## config.mk

```make
export PLATFORM = sky130hd
export DESIGN_NAME = tpg_lfsr_top
export DESIGN_NICKNAME = d
export VERILOG_FILES = /design/src/rtl/tpg_pkg.sv /design/src/rtl/tpg_next.sv /design/src/rtl/tpg_state_reg.sv /design/src/rtl/tpg_weight.sv /design/src/rtl/tpg_lfsr_top.sv
export SDC_FILE = /design/constraint.sdc
export NUM_CORES = 1
export LEC_CHECK = 0
export ABC_AREA = 1
export CAP_MARGIN = 0
export CORE_AREA = 3 3 40 42
export CTS_CLUSTER_SIZE = 20
export DETAILED_ROUTE_END_ITERATION = 10
export DIE_AREA = 0 0 43 45
export GPL_TIMING_DRIVEN = 0
export PLACE_DENSITY = 0.76
export SYNTH_ARGS = -nofsm -noshare
export SYNTH_HDL_FRONTEND = slang
export SYNTH_SLANG_ARGS = --single-unit
```

## constraint.sdc

```tcl
create_clock -name clk_i -period 1.1 [get_ports clk_i]
set_input_delay 0.275 -clock clk_i [delete_from_list [all_inputs] [get_ports clk_i]]
set_output_delay 0.275 -clock clk_i [all_outputs]
set_load 0.01 [all_outputs]
```

## src/rtl/tpg_pkg.sv

```systemverilog
package tpg_pkg;
  typedef enum logic {FB_EXTERNAL = 1'b0, FB_INTERNAL = 1'b1} fb_style_e;
endpackage

```

## src/rtl/tpg_next.sv

```systemverilog
module tpg_next #(
  parameter int              WIDTH    = 8,
  parameter logic [WIDTH-1:0] POLY    = 8'h63,
  parameter tpg_pkg::fb_style_e FB_STYLE = tpg_pkg::FB_INTERNAL,
  parameter bit              ZERO_INS = 1'b1
) (
  input  logic [WIDTH-1:0] state_i,
  output logic [WIDTH-1:0] next_o,
  output logic             zero_fix_o,
  output logic             fb_o
);
  localparam logic [WIDTH-1:0] TAP_MASK = {1'b1, POLY[WIDTH-1:1]};

  function automatic logic low_clear(input logic [WIDTH-1:0] v);
    return ~|v[WIDTH-2:0];
  endfunction

  function automatic logic tap_parity(input logic [WIDTH-1:0] v);
    return ^(v & TAP_MASK);
  endfunction

  if (ZERO_INS) begin : g_zins
    assign zero_fix_o = low_clear(state_i);
  end else begin : g_nozins
    assign zero_fix_o = 1'b0;
  end

  if (FB_STYLE == tpg_pkg::FB_INTERNAL) begin : g_int
    assign fb_o      = state_i[WIDTH-1] ^ zero_fix_o;
    assign next_o[0] = fb_o;
    for (genvar i = 1; i < WIDTH; i++) begin : g_bit
      assign next_o[i] = state_i[i-1] ^ (POLY[i] & fb_o);
    end
  end else begin : g_ext
    assign fb_o   = tap_parity(state_i) ^ zero_fix_o;
    assign next_o = {state_i[WIDTH-2:0], fb_o};
  end
endmodule

```

## src/rtl/tpg_state_reg.sv

```systemverilog
module tpg_state_reg #(
  parameter int               WIDTH = 8,
  parameter logic [WIDTH-1:0] SEED  = '1
) (
  input  logic             clk_i,
  input  logic             rst_i,
  input  logic             en_i,
  input  logic [WIDTH-1:0] d_i,
  output logic [WIDTH-1:0] q_o
);
  always_ff @(posedge clk_i or posedge rst_i) begin
    if (rst_i)     q_o <= SEED;
    else if (en_i) q_o <= d_i;
  end
endmodule

```

## src/rtl/tpg_weight.sv

```systemverilog
module tpg_weight #(
  parameter int          WIDTH      = 8,
  parameter int          GRP        = 2,
  parameter logic [31:0] WT_OR_MASK = 32'hA
) (
  input  logic [WIDTH-1:0]     bits_i,
  output logic [WIDTH/GRP-1:0] wgt_o
);
  localparam int NGRP = WIDTH / GRP;

  for (genvar g = 0; g < NGRP; g++) begin : g_grp
    if (WT_OR_MASK[g]) begin : g_or
      assign wgt_o[g] = |bits_i[g*GRP +: GRP];
    end else begin : g_and
      assign wgt_o[g] = &bits_i[g*GRP +: GRP];
    end
  end

  if (NGRP * GRP < WIDTH) begin : g_rest
    logic unused_rest;
    assign unused_rest = ^bits_i[WIDTH-1:NGRP*GRP];
  end
endmodule

```

## src/rtl/tpg_lfsr_top.sv

```systemverilog
module tpg_lfsr_top #(
  parameter int                 WIDTH      = 8,
  parameter logic [WIDTH-1:0]   POLY       = 8'h63,
  parameter tpg_pkg::fb_style_e FB_STYLE   = tpg_pkg::FB_INTERNAL,
  parameter bit                 ZERO_INS   = 1'b1,
  parameter logic [WIDTH-1:0]   SEED       = '1,
  parameter int                 GRP        = 2,
  parameter logic [31:0]        WT_OR_MASK = 32'hA
) (
  input  logic                 clk_i,
  input  logic                 rst_i,
  input  logic                 step_en_i,
  output logic [WIDTH-1:0]     pattern_o,
  output logic [WIDTH/GRP-1:0] weighted_o
);
  logic [WIDTH-1:0] next_state;
  logic             zero_fix;
  logic             fb_bit;
  logic             unused_fb;

  assign unused_fb = fb_bit;

  tpg_next #(
    .WIDTH(WIDTH), .POLY(POLY), .FB_STYLE(FB_STYLE), .ZERO_INS(ZERO_INS)
  ) u_next (
    .state_i(pattern_o), .next_o(next_state),
    .zero_fix_o(zero_fix), .fb_o(fb_bit)
  );

  tpg_state_reg #(.WIDTH(WIDTH), .SEED(SEED)) u_reg (
    .clk_i(clk_i), .rst_i(rst_i), .en_i(step_en_i),
    .d_i(next_state), .q_o(pattern_o)
  );

  tpg_weight #(.WIDTH(WIDTH), .GRP(GRP), .WT_OR_MASK(WT_OR_MASK)) u_wgt (
    .bits_i(pattern_o), .wgt_o(weighted_o)
  );
endmodule

```

[After elaboration in Yosys (flattened, before gate mapping)]
Cells that the tools add are included.
Word-level totals
  register bits: 8
  bits of input ports: 3
  output and inout bits: 12
  word-level logic and storage cells: 11
Cells by class
  bitwise operators: 4
  reduce and logical (&&, ||, !) cells: 6
Operator list (number)
  OR reduction 7 bit: 1
  AND reduction 2 bit: 2
  OR reduction 2 bit: 2
  XOR 1 bit: 4
  zero test 1 bit: 1

[Logic depth before layout (Yosys ltp)]
  word-level depth: 4
  mapped depth: 8
  mapped depth without buffers: 8

[By module]
From an unflattened synthesis, not the netlist that was laid out.
Unflattened totals
  cell total of the unflattened synthesis: 73
  area total of the unflattened synthesis: 506.7 µm²
By module, submodules not included
  tpg_state_reg: instances 1, cells an instance 35, area each 319.1 µm², seq. area each 210.2 µm²
  tpg_next: instances 1, cells an instance 28, area each 150.1 µm², seq. area each 0.0 µm²
  tpg_weight: instances 1, cells an instance 10, area each 37.5 µm², seq. area each 0.0 µm²

[Least setup slack after synthesis]
Ideal clock, no wire load.
  kind: reg-to-reg
  from: register u_reg.q_o[4]
  to: register u_reg.q_o[5]
  setup time: 0.069 ns
  data arrival time: 1.070 ns
  data required time: 1.031 ns
  slack: -0.039 ns
  cell stages (with the launch flop): 9
  buffers on the path: 0
  clock period less this slack: 1.139 ns
  cell sequence: dfstp_2 > nor2_1 > nand2_1 > nor2_1 > nand2_1 > nand2_2 > nand2_2 > nand2_1 > o21ai_2
Between the ends
  word-level cells in the longest chain between the ends: 4
RTL lines
  from (decl): RTL line tpg_state_reg.sv:9  | output logic [WIDTH-1:0] q_o
  from (signal assigned): RTL line tpg_state_reg.sv:13  | else if (en_i) q_o <= d_i;
  OR reduction 7 bit: RTL line tpg_next.sv:15  | return ~|v[WIDTH-2:0];
  zero test 1 bit: RTL line tpg_next.sv:15
  XOR 1 bit: RTL line tpg_next.sv:29  | assign fb_o = state_i[WIDTH-1] ^ zero_fix_o;
  XOR 1 bit *: RTL line tpg_next.sv:32  | assign next_o[i] = state_i[i-1] ^ (POLY[i] & fb_o);
Mark *: on every way between the ends. The rest lies on a longest branch, timed or not.
A chain may end at the register's enable or synchronous reset.

[Worst setup path after layout]
  from: register u_reg.q_o[4]
  to: output weighted_o[2]
Between the ends
  word-level cells in the longest chain between the ends: 1
RTL lines
  AND reduction 2 bit: RTL line tpg_weight.sv:15  | assign wgt_o[g] = &bits_i[g*GRP +: GRP];
  to (decl): RTL line tpg_lfsr_top.sv:14  | output logic [WIDTH/GRP-1:0] weighted_o
Every way passes these cells.

==> impl_metrics.py <==
metrics = {
    "outcome": {
        "status": "complete, but fails checks",
        "violations": "negative setup slack",
    },
    "placed_design": {
        "place.detailed.hpwl_um": 627,
        "placement.io_buffers": 13,
        "place_congestion": 0.701,
        "dp_cells": 87,
    },
    "floorplanning": {
        "ios": 15,
        "dieArea_sq_mm": 0.00194,
        "fp.dieH_um": 45,
        "start_util": 0.349,
        "std_cell_rows": 13,
        "coreArea_sq_mm": 0.00128,
        "die_width_um": 43,
    },
    "setup_path": {
        "end_kind": "primary output",
        "cp_data_required_time_ns": 0.82,
        "arrival_ns": 1.03,
        "cp_max_fo": 4,
        "crit_type": "flop to primary output",
        "r2r_cells": 9,
        "critPathLaunchType": "flop",
    },
    "sta": {
        "setup_slack_ns": -0.204,
        "finalCritPeriodShare": 1.19,
        "slew-limit-headroom": 0.792,
        "fin_skew_ns": 0.00433,
        "tightest_slew_ns": 0.312,
        "period_needed_ns": 1.30,
        "setup_viol": 16,
        "final-hold-violation-count": 0,
        "fmax_ghz": 0.767,
        "rsz0062_at_grt": "yes",
        "hold_ws_ns": 0.251,
        "setup_tns_ns": -2.44,
        "drv_slew": 0,
    },
    "clock_network": {
        "clk_pin_slew_ns": 0.06,
        "clockBufferDepth": 2,
        "cts_root_buf": "clkbuf_4",
        "numCtsBuffers": 3,
        "h-tree-depth": 1,
        "cts_tree": "yes",
        "clkSinkCount": 8,
        "insertion_delay_ns": 0.25,
    },
    "finish": {
        "fill_cells": 124,
        "layout-drive-gt1-share": 0.591,
        "regArea_sq_um": 210,
        "fin_util": 0.571,
        "antenna_cells": 0,
        "top_regs": "u_reg.q_o x8",
        "top_register": "u_reg.q_o",
        "multi_input_area_sq_um": 183,
        "largest_reg_flops": 8,
        "syn_to_final_growth_pct": 63.7,
        "final_cells": 103,
        "finalNetCount": 93,
    },
    "global_routing": {
        "grt_pass1_wl_um": 1640,
        "grt_max_degree": 11,
        "antenna_found_initial": 0,
        "first_global_vias": 417,
        "grt_overflow": 0,
        "grt_usage": 0.118,
    },
    "drt": {
        "ant_nets": 0,
        "vias": 472,
        "drcViolationCount": 0,
        "avgRoutedWirePerCell_um": 9.94,
        "drt-vias-per-instance": 4.58,
        "wl_um": 1020,
        "drtIter0Drc": 3,
        "firstDrtPassIters": 4,
    },
    "pwr": {
        "power_mw": 2.16,
        "irDropWorstVdd_v": 0.00128,
        "power_density_mw_per_mm2": 2940,
        "p_leak_nw": 0.398,
    },
    "logic_synthesis": {
        "netlist_instances": 59,
        "syn_area_per_cell_sq_um": 7.59,
        "syn_area_sq_um": 448,
        "ys_warn_count": 0,
        "synth_nets": 62,
        "seq_area_frac_synth": 0.469,
        "ys_ff_latch": 8,
        "synth_cell_types": 13,
    },
    "flow_run": {
        "drv_cap": 0,
    },
    "worst_hold_path": {
        "min_path_type": "input pin to flop",
        "worstHoldPathCells": 2,
    },
}
cell usage in the layout (no fill, tap or decap), types with 3 or more instances in the layout:
cell / n
o21ai_2: 3
nand2_1: 19
inv_1: 7
dfstp_2: 8
clkbuf_4: 3
buf_6: 12
o21ai_1: 3
nand2_2: 3
buf_4: 12
buf_2: 6
synthesized netlist by cell type:
cell type | number | share of area
inv_2 | 1 | 0.0084
dfstp_2 | 8 | 0.47
nand2_2 | 2 | 0.028
nor2_1 | 3 | 0.025
nand3_1 | 2 | 0.022
a21oi_1 | 1 | 0.011
buf_4 | 5 | 0.084
nor2_2 | 1 | 0.014
o21ai_2 | 2 | 0.039
nand2_1 | 21 | 0.18
o21ai_0 | 1 | 0.011
o21ai_1 | 4 | 0.045
inv_1 | 8 | 0.067
worst max-delay path, cell delays in order (launching register included):
cell and delay [ns]:
dfstp_2 0.56, nand2_1 0.05, inv_1 0.05, buf_2 0.12
layer usage:
metal,GRT usage,share of wire,vias up
li1,-,-,237
met1,0.137,0.42,214
met2,0.189,0.49,21
met3,0.0279,0.088,0
met4,0.0904,0,0
met5,0,0,-
path summary, 6_finish.rpt:
check | startpoint | endpoint | slack, ns
max | u_reg.q_o[4] | weighted_o[2] | -0.20
min | step_en_i | u_reg.q_o[0] | 0.25
max reg2reg | u_reg.q_o[4] | u_reg.q_o[1] | -0.14
min reg2reg | u_reg.q_o[3] | u_reg.q_o[3] | 0.50
max in group asynchronous | rst_i | u_reg.q_o[1] | 0.53
min in group asynchronous | rst_i | u_reg.q_o[7] | 0.54
layout make-up:
class                   instances  share of cell area
flip-flops and latches          8               0.287
well taps                      15              0.0256
multi-input cells              37               0.249
plain buffers                   5              0.0717
repair buffers                 26               0.290
inverters                       9              0.0461
clock buffers                   3              0.0307
timing repair:
item                                    CTS  global route
endpoints found under the setup margin   16            16
hold buffers                              0             0
setup buffers                             9             4
pin swaps                                 4             8
gates resized for setup                  57             9
per-stage QoR:
step,instance area (sq um),worst slack (ns)
after floorplan,448,-0.0388
after global placement,597,-0.371
after detailed placement,597,-0.373
after CTS,666,-0.198
after global routing,733,-0.256
final,733,-0.204
cells by family (layout without fill, tap and decap cells):
group / Yosys count / after routing / share of synthesized area
AND/OR/NAND/NOR: 29 / 29 / 0.265
AO/OA/AOI/OAI: 8 / 8 / 0.106
buffers and inverters: 14 / 43 / 0.159
flip-flops: 8 / 8 / 0.469
report_power, final:
group,total [mW],internal (mW),switching [mW]
combinational,1.29,0.744,0.544
clock,0.222,0.125,0.0976
sequential,0.647,0.509,0.138
Note: power is estimated with default switching activity, not from simulation.
